## config.mk

```make
export PLATFORM = sky130hd
export DESIGN_NAME = irq_vector_ctrl
export DESIGN_NICKNAME = d
export VERILOG_FILES = /design/src/rtl/irq_pkg.sv /design/src/rtl/irq_pend_bank.sv /design/src/rtl/irq_prio_pick.sv /design/src/rtl/irq_gie_ctl.sv /design/src/rtl/irq_vector_ctrl.sv
export SDC_FILE = /design/constraint.sdc
export NUM_CORES = 1
export LEC_CHECK = 0
export BUFFER_PORTS_ARGS = -buffer_cell sky130_fd_sc_hd__buf_2
export CORE_UTILIZATION = 40
export DETAILED_ROUTE_END_ITERATION = 7
export HOLD_SLACK_MARGIN = 0.08
export PLACE_DENSITY = 0.71
export RECOVER_POWER = 100
export SYNTH_ARGS = -nofsm -noshare
export SYNTH_HDL_FRONTEND = slang
export SYNTH_SLANG_ARGS = --single-unit
```

## constraint.sdc

```tcl
create_clock -name clk -period 6.62 [get_ports clk]
set_input_delay 0.993 -clock clk [delete_from_list [all_inputs] [get_ports clk]]
set_output_delay 0.993 -clock clk [all_outputs]
set_load 0.05 [all_outputs]
```

## src/rtl/irq_pkg.sv

```systemverilog
package irq_pkg;
  localparam int unsigned MAX_SRC = 15;
  localparam int unsigned REG_W   = 8;

  typedef enum logic [1:0] {
    RA_MASK_LO = 2'd0,
    RA_MASK_HI = 2'd1,
    RA_VECTOR  = 2'd2,
    RA_STATUS  = 2'd3
  } reg_addr_e;

  localparam int unsigned ST_SENSE_BIT = 7;
  localparam int unsigned ST_GIE_BIT   = 2;

  // vector address for a 1-based source number
  function automatic logic [15:0] vec_addr(input logic [3:0] num);
    return {11'd0, num, 1'b0};
  endfunction
endpackage

```

## src/rtl/irq_pend_bank.sv

```systemverilog
module irq_pend_bank #(
  parameter int unsigned NSRC = 12
) (
  input  logic            clk,
  input  logic            rst_n,
  input  logic [NSRC-1:0] evt,
  input  logic [NSRC-1:0] clr_mask,
  output logic [NSRC-1:0] pend_q
);
  for (genvar g = 0; g < NSRC; g++) begin : g_flag
    always_ff @(posedge clk) begin
      if (!rst_n)      pend_q[g] <= 1'b0;
      else if (evt[g]) pend_q[g] <= 1'b1;
      else if (clr_mask[g]) pend_q[g] <= 1'b0;
    end
  end
endmodule

```

## src/rtl/irq_prio_pick.sv

```systemverilog
module irq_prio_pick #(
  parameter int unsigned NSRC  = 12,
  localparam int unsigned IDX_W = $clog2(NSRC)
) (
  input  logic [NSRC-1:0]  req_vec,
  output logic             any,
  output logic [IDX_W-1:0] win_idx,
  output logic [NSRC-1:0]  win_mask
);
  always_comb begin
    win_idx = '0;
    for (int i = NSRC - 1; i >= 0; i--) begin
      if (req_vec[i]) win_idx = IDX_W'(i);
    end
  end

  assign any      = |req_vec;
  assign win_mask = any ? (NSRC'(1) << win_idx) : '0;
endmodule

```

## src/rtl/irq_gie_ctl.sv

```systemverilog
module irq_gie_ctl (
  input  logic clk,
  input  logic rst_n,
  input  logic ack_fire,
  input  logic dis_stb,
  input  logic en_stb,
  input  logic reti_stb,
  output logic gie_q
);
  always_ff @(posedge clk) begin
    if (!rst_n)                     gie_q <= 1'b0;
    else if (ack_fire || dis_stb)   gie_q <= 1'b0;
    else if (en_stb || reti_stb)    gie_q <= 1'b1;
  end
endmodule

```

## src/rtl/irq_vector_ctrl.sv

```systemverilog
module irq_vector_ctrl
  import irq_pkg::*;
#(
  parameter int unsigned NSRC = 12
) (
  input  logic            clk,
  input  logic            rst_n,
  input  logic [NSRC-1:0] src_evt,
  input  logic            irq_ack,
  input  logic            dis_stb,
  input  logic            en_stb,
  input  logic            reti_stb,
  input  logic            reg_wr,
  input  logic [1:0]      reg_addr,
  input  logic [7:0]      reg_wdata,
  output logic [7:0]      reg_rdata,
  output logic            irq_req,
  output logic [15:0]     irq_vec
);
  localparam int unsigned IDX_W = $clog2(NSRC);

  logic [NSRC-1:0]  mask_q;
  logic [NSRC-1:0]  pend_q;
  logic [NSRC-1:0]  live_req;
  logic [NSRC-1:0]  win_mask;
  logic [NSRC-1:0]  clr_mask;
  logic [IDX_W-1:0] win_idx;
  logic             sense;
  logic             gie_q;
  logic             ack_fire;
  logic [15:0]      mask_pad;
  logic [3:0]       win_num;

  // enable masks, byte-split across two addresses
  always_ff @(posedge clk) begin
    if (!rst_n) begin
      mask_q <= '0;
    end else if (reg_wr) begin
      for (int i = 0; i < NSRC; i++) begin
        if (reg_addr == 2'(i / 8)) mask_q[i] <= reg_wdata[i % 8];
      end
    end
  end

  assign live_req = pend_q & mask_q;
  assign ack_fire = irq_ack && irq_req;
  assign clr_mask = ack_fire ? win_mask : '0;

  irq_pend_bank #(.NSRC(NSRC)) u_pend (
    .clk(clk), .rst_n(rst_n), .evt(src_evt), .clr_mask(clr_mask), .pend_q(pend_q)
  );

  irq_prio_pick #(.NSRC(NSRC)) u_pick (
    .req_vec(live_req), .any(sense), .win_idx(win_idx), .win_mask(win_mask)
  );

  irq_gie_ctl u_gie (
    .clk(clk), .rst_n(rst_n), .ack_fire(ack_fire), .dis_stb(dis_stb),
    .en_stb(en_stb), .reti_stb(reti_stb), .gie_q(gie_q)
  );

  assign win_num = sense ? (4'(win_idx) + 4'd1) : 4'd0;
  assign irq_req = gie_q && sense;
  assign irq_vec = vec_addr(win_num);

  always_comb begin
    mask_pad = '0;
    mask_pad[NSRC-1:0] = mask_q;
  end

  always_comb begin
    unique case (reg_addr_e'(reg_addr))
      RA_MASK_LO: reg_rdata = mask_pad[7:0];
      RA_MASK_HI: reg_rdata = mask_pad[15:8];
      RA_VECTOR:  reg_rdata = irq_vec[7:0];
      default: begin
        reg_rdata = '0;
        reg_rdata[ST_SENSE_BIT] = sense;
        reg_rdata[ST_GIE_BIT]   = gie_q;
      end
    endcase
  end
endmodule

```

======== Yosys cells after proc, flatten, opt, wreduce, memory -nomap -nowiden ========
Index checks and enable logic that the tools add are counted.
word-level totals
  register bits ........................... 25
  bits of input ports ..................... 29
  output and inout bits ................... 25
cells by class
  add/subtract/negate cells ............... 1
  eq/ne operators ......................... 2
  shifts and indexed selects .............. 1
  multiplexer cells ....................... 40
  bitwise gates (word level) .............. 2
  reductions and logical operators ........ 21
operators by type and width
  cell                  count
  $mux 4                13
  $mux 1                24
  $mux 12               2
  $pmux 8 s3            1
  $reduce_bool 2->1     12
  $and 12x12->12        1
  $reduce_or 12->1      1
  $shl 1x4->12 const A  1
  $add 4x1->4 const B   1
  $reduce_and 2->1      2
  $eq 2x1->1 const B    1
  $eq 2x2->1 const B    1
  $logic_and 1x1->1     2
  $logic_not 2->1       1
  $logic_or 1x1->1      2
  $reduce_or 2->1       1
  $not 1->1             1

======== Depth between registers and ports, before layout ========
Gate-level depths: netlist of run 1.
  word-level depth ........................ 18
  mapped depth ............................ 9
  gate-level depth less buffers ........... 9

======== By module ========
From an unflattened synthesis of run 1, not the netlist that was laid out.
second synthesis, totals
  cell total of the unflattened synthesis .. 193
  area total of the unflattened synthesis .. 1,700.4 um^2
modules (own cells, without submodules)
  module           instances  cells each  area an instance (um^2)
  irq_vector_ctrl  1          116         955.9
  irq_pend_bank    1          37          416.6
  irq_prio_pick    1          37          287.8
  irq_gie_ctl      1          3           40.0

======== Worst setup path after synthesis of run 1 ========
No wires, ideal clock.
  path kind ............................... register -> output
  from .................................... register mask_q[7]
  to ...................................... output reg_rdata[3]
  data arrival time ....................... 2.954 ns
  data required time ...................... 5.627 ns
  slack ................................... 2.673 ns
  cell stages (with the launch flop) ...... 8
  path buffers ............................ 0
  cell sequence ........................... dfxtp_1 > nand2_1 > a32oi_1 > o21ai_0 > a221oi_1 > ha_1 > ha_1 > o32ai_1
on the way
  cells in the longest elaborated chain, start to end .. 12
ends and longest elaborated chain
  element                           line                   text
  start: declaration                irq_vector_ctrl.sv:22  logic [NSRC-1:0] mask_q;
  start signal: indexed assignment  irq_vector_ctrl.sv:40  if (reg_addr == 2'(i / 8)) mask_q[i] <= reg_wdata[i % 8];
  $and 12x12->12 (*)                irq_vector_ctrl.sv:45  assign live_req = pend_q & mask_q;
  $mux 4 (8 in a row)               irq_prio_pick.sv:13    if (req_vec[i]) win_idx = IDX_W'(i);
  $add 4x1->4                       irq_vector_ctrl.sv:62  assign win_num = sense ? (4'(win_idx) + 4'd1) : 4'd0;
  $mux 4 (*)                        irq_vector_ctrl.sv:62
  $pmux 8 s3 (*)                    irq_vector_ctrl.sv:72  unique case (reg_addr_e'(reg_addr))
  end: declaration                  irq_vector_ctrl.sv:16  output logic [7:0] reg_rdata,
Every way passes the cells marked *; elsewhere a longest branch is shown, timed or not.

======== Worst setup path after layout of run 1 ========
Same ends and word-level chain as after synthesis.

==> results of run 1 <==
[worst max-delay path, cell delays in order (launching register included)]
cell	delay (ns)
dfxtp_1	0.40
nand2_1	0.09
a32oi_1	0.19
o21ai_0	0.13
a221oi_1	0.58
ha_1	0.29
ha_1	0.25
o32ai_1	0.29
clkbuf_1	0.50
[worst paths after layout]
path | from | to | slack (ns)
hold reg to reg | mask_q[5]$_SDFFE_PN0P_ | mask_q[5]$_SDFFE_PN0P_ | 0.51
hold / removal | mask_q[5]$_SDFFE_PN0P_ | mask_q[5]$_SDFFE_PN0P_ | 0.51
setup reg to reg | mask_q[7]$_SDFFE_PN0P_ | u_pend.pend_q[3]$_SDFFE_PN0P_ | 4.27
setup / recovery | mask_q[7]$_SDFFE_PN0P_ | reg_rdata[3] | 2.64
[cells by family after synthesis]
group	after synthesis
DFF	25
and+or+nand+nor	67
AOI/OAI and AO/OA	51
adders and majority gates	6
other	1
muxes	8
buffers and inverters	23
[power groups by stage]
| stage | Sequential (mW) | Clock (mW) | Combinational [mW] |
|---|---|---|---|
| 2_1_floorplan | 0.168 | 0 | 0.0694 |
| 3_3_place_gp | 0.171 | 0 | 0.0795 |
| 3_5_place_dp | 0.171 | 0 | 0.0798 |
| 4_1_cts | 0.167 | 0.0990 | 0.0801 |
| 5_1_grt | 0.169 | 0.106 | 0.0847 |
| 6_report | 0.168 | 0.0957 | 0.0782 |
[registers in the layout (all words and copies together) (netlist names)]
name and count:
u_pend.pend_q 12, mask_q 12, u_gie.gie_q 1
[area by class of cell]
class | instances | area, um^2
Sequential cell | 25 | 500
Multi-Input combinational cell | 144 | 908
Inverter | 5 | 18.8
Fill cell | 401 | 1940
Clock inverter | 1 | 8.76
Tap cell | 48 | 60.1
Timing Repair Buffer | 41 | 188
Clock buffer | 3 | 41.3
[through the flow]
stage	setup slack (ns)	std cells	utilization, %
finish	2.64	267	47.1
global route	2.43	267	47.1
CTS	2.78	267	47.7
detailed placement	3.11	263	46.3
global placement	3.19	263	46.3
floorplan	2.67	192	-
[layer usage]
metal  vias up  GRT usage (%)  wire [um]
met3         9           4.17        278
li1        693              -          -
met2        75           28.1       1530
met5         -              0          0
met1       630           26.2       1680
met4         0           7.67         77
[cells in the mapped netlist (2+ instances only)]
| cell type | n |
|---|---|
| dfxtp_1 | 25 |
| a21oi_1 | 9 |
| buf_6 | 3 |
| nand2_1 | 33 |
| buf_4 | 12 |
| nand3_1 | 3 |
| mux2i_1 | 7 |
| o21ai_0 | 7 |
| a21boi_0 | 9 |
| ha_1 | 6 |
| nor2b_1 | 10 |
| inv_1 | 5 |
| o32ai_1 | 3 |
| a22oi_1 | 4 |
| a31oi_1 | 3 |
| nand2b_1 | 2 |
| a22o_1 | 2 |
| clkbuf_1 | 3 |
| and2_1 | 3 |
| a32oi_1 | 2 |
| nor2_1 | 7 |
| a22oi_2 | 2 |
| o21a_1 | 5 |
==> flow_metrics.tcl, run 1 <==
set metrics [dict create \
    tns_ns 0 \
    cts-resized-gates 0 \
    yosysUniqueCellTypes 39 \
    clockRootBuffer "clkbuf_8" \
    layout_common_cells "33 x nand2_1, 27 x buf_2, 25 x dfxtp_1, 14 x clkbuf_1, 12 x conb_1" \
    clkPwrFrac_pct 28.0 \
    synth.top_cell.area_share_pct 32.8 \
    stdcell_area_um2 1730 \
    post-route-drc-count 0 \
    firstDrtPassIters 4 \
    synth_compound_gate_area_share_pct 23.8 \
    synth_mux_area_share_pct 6.08 \
    slew_headroom_pct 57.1 \
    antenna_found_initial 0 \
    routedWlPerCell_um 13.3 \
    via_per_inst 5.27 \
    cts_inserted_buffers 3 \
    grt_overflow 0 \
    cp.required_ns 5.63 \
    whs_ns 0.513 \
    hold_violations 0 \
    path_max_fanout 5 \
    synth_warnings 0 \
    clock_skew_ns 0.00658 \
    grt_pass1_vias 1272 \
    place_area_um2 1700 \
    gp_congestion 0.847 \
    cts_buffer_depth 2 \
    worst_r2r_path_depth 9 \
    yosys.area_share.simple_pct 22.0 \
    p_per_area_nw_per_um2 198 \
    die_w_um 63.7 \
    htreeDepth 1 \
    yosys.area.top_type "dfxtp_1" \
    clk_pin_slew_ns 0.09 \
    ys_ff_latch 25 \
    cts_tree "yes" \
    yosysSeqAreaShare_pct 32.8 \
    drt_wl_total_mm 3.56 \
    critPathCaptureType "output port" \
    die_y_um 63.7 \
    crit_arrival_ns 2.99 \
    switchingPower_mw 0.115 \
    rows 22 \
    holdBufCountCts 0 \
    fin_nets 255 \
    p_seq_share_pct 49.1 \
    clk-insertion-delay-late_ns 0.28 \
    grt_max_degree 26 \
    total_leakage_power_nw 0.710 \
    post-route-period-util_pct 60.2 \
    synth_area_per_cell_um2 8.42 \
    post-cts-setup-buffers 0 \
    track_usage_pct 18.9 \
    cts.sinks 25 \
    initial_core_util_pct 41.6 \
    drt_iter0_markers 61 \
    antennaDiodeCount 0 \
    area_growth_pct 13.2 \
    max_clock_freq_mhz 251 \
    cp-start-kind "register" \
    period_needed_ns 3.98 \
    final_max_slew_viol_count 0 \
    io_pins 54 \
    switching_share_pct 33.8 \
    dp_hpwl_mm 2.84 \
    core_area_um2 3660 \
    port_buffers 41 \
    async_flop_share_pct 0 \
    layout_commonest_cell "nand2_1" \
    min_path_type "register to register" \
    synth_fa_ha_area_share_pct 4.93 \
    synth_xor_area_share_pct 0 \
    setup_viol 0 \
    netlist_area_um2 1520 \
    worst_pin_slew_ns 0.639 \
    synth_top_family_by_area "compound AO/OA/AOI/OAI gates" \
    ant_nets 0 \
    netlist_top_cells_area "dfxtp_1 33%, nand2_1 8.1%, buf_4 5.9%, ha_1 4.9%, mux2i_1 4.6%" \
    synth_edf_count 0 \
    drive_above_1_share_pct 16.9 \
    p_int_mw 0.226 \
    status "finished clean" \
    peakVddDrop_mv 0.139 \
    cap_viol_max_count 0 \
    totalPowerFinal_mw 0.342 \
    synth_top_flop_cell "dfxtp_1" \
    path_class "register to output port" \
    dieArea_um2 4060 \
    grt_pass1_wl_mm 5.89 \
    postSynthCellCount 181 \
    combPwrFrac_pct 22.9 \
    rsz0062_at_grt "no" \
    worstHoldPathCells 2 \
    via_count 1407 \
]
(Power assumes the default switching activity.)
==> run 2: changes to the inputs <==
- clock period: 6.62 -> 3.8 ns (I/O delays scaled with it)
==> run 2 against run 1 <==
Net effect: hold slack worse by 0.067 ns; non-clock buffer count rose by 2; sequential share of layout area decreased by 0.19 points; final cell count rose by 0.75%; largest power group unchanged; critical path depth up 1; clock skew down 0.0046 ns.
==> flow_metrics.tcl, run 2 (synthesis gave the netlist of run 1 again) <==
set metrics [dict create \
    status "finished clean" \
    post-route-drc-count 0 \
    critPathCaptureType "output port" \
    peakVddDrop_mv 0.234 \
    firstDrtPassIters 4 \
    cts_tree "yes" \
    grt_overflow 0 \
    port_buffers 41 \
    worst_r2r_path_depth 10 \
    path_class "register to output port" \
    clk-insertion-delay-late_ns 0.27 \
    post-cts-setup-buffers 0 \
    fin_ws_ns 0.499 \
    post-place-ws_ns 0.998 \
    min_from "dis_stb" \
    worstHoldPathCells 2 \
    final_max_slew_viol_count 0 \
    r2r-start "mask_q[7]$_SDFFE_PN0P_" \
    layout_commonest_cell "nand2_1" \
    initial_core_util_pct 41.6 \
    ant_nets 0 \
    area_growth_pct 14.0 \
    die_w_um 63.7 \
    cts_buffer_depth 2 \
    tns_ns 0 \
    drive_above_1_share_pct 17.6 \
    clk_pin_slew_ns 0.09 \
    clockRootBuffer "clkbuf_8" \
    cp.required_ns 3.23 \
    min_path_type "input pin to register" \
    cts-resized-gates 0 \
    grt_pass1_wl_mm 5.51 \
    holdBufCountCts 0 \
    dieArea_um2 4060 \
    cts.sinks 25 \
    max_clock_freq_mhz 303 \
    cap_viol_max_count 0 \
    via_per_inst 5.19 \
    p_per_area_nw_per_um2 341 \
    rsz0062_at_grt "no" \
    routedWlPerCell_um 13.2 \
    cp-start-kind "register" \
    fin_nets 257 \
    grt_max_degree 26 \
    grt_pass1_vias 1197 \
    setup_viol 0 \
    worst_pin_slew_ns 0.610 \
    crit_arrival_ns 2.73 \
    core_area_um2 3660 \
    clock_skew_ns 0.00199 \
    path_max_fanout 5 \
    die_y_um 63.7 \
    gp_congestion 0.896 \
    period_needed_ns 3.30 \
    hold_violations 0 \
    largestRegisters "mask_q x12, u_pend.pend_q x12, u_gie.gie_q x1" \
    antenna_found_initial 0 \
    fin_util_pct 47.4 \
    rows 22 \
    htreeDepth 1 \
    via_count 1395 \
    drt_iter0_markers 76 \
    dp_hpwl_mm 2.82 \
    antennaDiodeCount 0 \
    drt_wl_total_mm 3.55 \
    slew_headroom_pct 59.5 \
    cp-startpoint "mask_q[7]$_SDFFE_PN0P_" \
    cts_inserted_buffers 3 \
    io_pins 54 \
    layout_common_cells "33 x nand2_1, 28 x buf_2, 25 x dfxtp_1, 14 x clkbuf_1, 12 x conb_1" \
    track_usage_pct 17.4 \
    post-route-period-util_pct 86.9 \
    total_leakage_power_nw 0.717 \
]
[run 2: cell count changes in the layout (fill, tap and decap cells not counted)]
cell        before  now
buf_2           27   28
buf_4            0    1
clkinvlp_4       0    1
inv_6            1    0
[run 2: power by group]
group | leakage, nW | switching [mW] | internal [mW]
clock | 0.0217 | 0.0886 | 0.0744
combinational | 0.489 | 0.0955 | 0.0421
sequential | 0.206 | 0.0157 | 0.276
[run 2: cell type report]
type	count	area (um^2)
clock buffer	3	41.3
clock inverter	1	7.51
fill	390	1920
inverter	5	18.8
multi-input combinational	144	908
sequential	25	500
tap	48	60.1
timing repair buffer	43	200
[run 2: per-layer routing]
| layer | vias up | wire [um] | GRT usage (%) |
|---|---|---|---|
| met3 | 4 | 196 | 4.35 |
| met4 | 0 | 27 | 3.41 |
| met2 | 52 | 1590 | 27.0 |
| met1 | 645 | 1730 | 24.2 |
| met5 | - | 0 | 0 |
| li1 | 694 | - | - |
[run 2: stage by stage]
step | power (mW) | cells | area (um^2) | hold slack [ns]
after floorplan | 0.413 | 192 | 1570 | 0.465
after global placement | 0.437 | 265 | 1710 | 0.497
after detailed placement | 0.438 | 265 | 1710 | 0.503
after CTS | 0.600 | 269 | 1760 | 0.445
after global routing | 0.621 | 269 | 1740 | 0.436
final | 0.592 | 269 | 1740 | 0.446
[run 2: path summary, 6_finish.rpt]
kind	end	slack, ns
min	u_gie.gie_q$_SDFFE_PP0P_	0.45
max reg2reg	u_pend.pend_q[3]$_SDFFE_PN0P_	1.61
min reg2reg	mask_q[5]$_SDFFE_PN0P_	0.51
max	reg_rdata[2]	0.50
[run 2: critical path, cell delays in order, from the launching register on]
cell and delay, ns:
dfxtp_1 0.40, nand2_1 0.09, a32oi_1 0.18, o21ai_0 0.13, a221oi_1 0.25, clkbuf_1 0.26
ha_1 0.28, nor2b_4 0.12, mux4_2 0.45, clkbuf_1 0.30
==> run 3: changes to the inputs <==
- CTS_BUF_LIST: unset -> sky130_fd_sc_hd__clkbuf_4
- clock period: 3.8 -> 3.64 ns (I/O delays scaled with it)
==> run 3 against run 2 <==
Net effect: sequential power is 4% higher; sequential cell count is the same; core utilization decreased by 0.44 points; combinational power rose by 4%; count of clock-buffer cells in the layout unchanged; sequential share of layout area is 0.27 points higher; first-iteration DRC count grew 25%; hold slack worse by 0.095 ns; via count is 0.43% lower; critical path depth is the same.
==> flow_metrics.tcl, run 3 (synthesis gave the netlist of run 1 again) <==
set metrics [dict create \
    io_pins 54 \
    track_usage_pct 17.4 \
    grt_pass1_wl_mm 5.58 \
    area_growth_pct 12.9 \
    die_w_um 63.7 \
    drive_above_1_share_pct 18.1 \
    path_class "register to output port" \
    final_max_slew_viol_count 0 \
    grt_most_used_layer "met2" \
    holdBufCountCts 0 \
    via_per_inst 5.16 \
    grt_overflow 0 \
    dieArea_um2 4060 \
    cts_buffer_depth 2 \
    port_buffers 41 \
    min_path_type "input pin to register" \
    core_area_um2 3660 \
    cp.required_ns 3.09 \
    totalPowerFinal_mw 0.586 \
    post-place-ws_ns 0.877 \
    crit_arrival_ns 2.72 \
    clk-insertion-delay-late_ns 0.34 \
    rsz0062_at_grt "no" \
    cts.sinks 25 \
    stdcell_area_um2 1720 \
    tns_ns 0 \
    grt_max_degree 26 \
    status "finished clean" \
    finalNonFillerCells 269 \
    path_max_fanout 5 \
    placed_cells 265 \
    drt_iter0_markers 95 \
    post-cts-setup-buffers 0 \
    worst_pin_slew_ns 0.605 \
    firstDrtPassIters 4 \
    dp_hpwl_mm 2.83 \
    clock_skew_ns 0.0106 \
    slew_headroom_pct 59.9 \
    hold_violations 0 \
    cp-start-kind "register" \
    switching_share_pct 35.6 \
    cts-resized-gates 0 \
    post-route-period-util_pct 89.8 \
    via_count 1389 \
    p_per_area_nw_per_um2 341 \
    met1_usage_pct 23.8 \
    period_needed_ns 3.27 \
    p_int_mw 0.378 \
    switchingPower_mw 0.209 \
    ant_nets 0 \
    clk_pin_slew_ns 0.15 \
    fin_util_pct 47.0 \
    fillCellCount 403 \
    place_area_um2 1710 \
    cts_tree "yes" \
    fin_ws_ns 0.371 \
    fin_nets 257 \
    layout_commonest_cell "nand2_1" \
    max_clock_freq_mhz 306 \
    die_y_um 63.7 \
    layout_common_cells "33 x nand2_1, 29 x buf_2, 25 x dfxtp_1, 13 x clkbuf_1, 12 x conb_1" \
    total_leakage_power_nw 0.716 \
    cts_inserted_buffers 3 \
    rows 22 \
    grt_util_met2_pct 27.8 \
    cap_viol_max_count 0 \
    routedWlPerCell_um 13.1 \
    setup_viol 0 \
    initial_core_util_pct 41.6 \
    drt_wl_total_mm 3.52 \
    antenna_found_initial 0 \
    largestRegisters "mask_q x12, u_pend.pend_q x12, u_gie.gie_q x1" \
    htreeDepth 1 \
    post-route-drc-count 0 \
    grt_pass1_vias 1209 \
    combPwrFrac_pct 24.5 \
    whs_ns 0.351 \
    met3_usage_pct 3.99 \
    clkPwrFrac_pct 23.5 \
    clockRootBuffer "clkbuf_4" \
    peakVddDrop_mv 0.230 \
    p_seq_share_pct 52.0 \
    antennaDiodeCount 0 \
    gp_congestion 0.896 \
    critPathCaptureType "output port" \
]
run 3: cell count changes in the layout (fill, tap and decap cells not counted), sizes merged:
cell / change
clkbuf: -1
buf: +1
clkinvlp: -1
inv: +1
run 3: power by group through the flow:
stage	clock network, mW	registers [mW]	logic, mW
after global placement	0	0.310	0.146
final	0.138	0.305	0.144
after CTS	0.140	0.304	0.147
after detailed placement	0	0.310	0.147
after floorplan	0	0.305	0.126
after global routing	0.155	0.307	0.155
run 3: metal layers:
metal / up-vias / part of all wire (%)
met5: - / 0
met4: 0 / 0.65
met3: 5 / 8.4
met2: 62 / 45
met1: 628 / 46
li1: 694 / -
run 3: worst max-delay path, cell delays in order (launching register included):
cell,delay [ns]
dfxtp_1,0.41
nand2_1,0.09
a32oi_1,0.19
o21ai_0,0.13
a221oi_1,0.24
clkbuf_1,0.25
ha_1,0.28
nor2b_4,0.12
mux4_2,0.45
buf_2,0.22
run 3: cell type report:
class	count	area, um^2	area share (%)
Clock buffer	3	22.5	1.31
Multi-Input combinational cell	144	908	52.8
Sequential cell	25	500	29.1
Timing Repair Buffer	43	201	11.7
Clock inverter	1	8.76	0.509
Inverter	5	18.8	1.09
Tap cell	48	60.1	3.49
run 3: path summary, 6_finish.rpt:
check | from | end | slack [ns] | cells after the start
min reg2reg | mask_q[6]$_SDFFE_PN0P_ | mask_q[6]$_SDFFE_PN0P_ | 0.52 | 2
min | dis_stb | u_gie.gie_q$_SDFFE_PP0P_ | 0.35 | 2
max | mask_q[7]$_SDFFE_PN0P_ | reg_rdata[2] | 0.37 | 9
max reg2reg | mask_q[7]$_SDFFE_PN0P_ | u_pend.pend_q[3]$_SDFFE_PN0P_ | 1.44 | 10
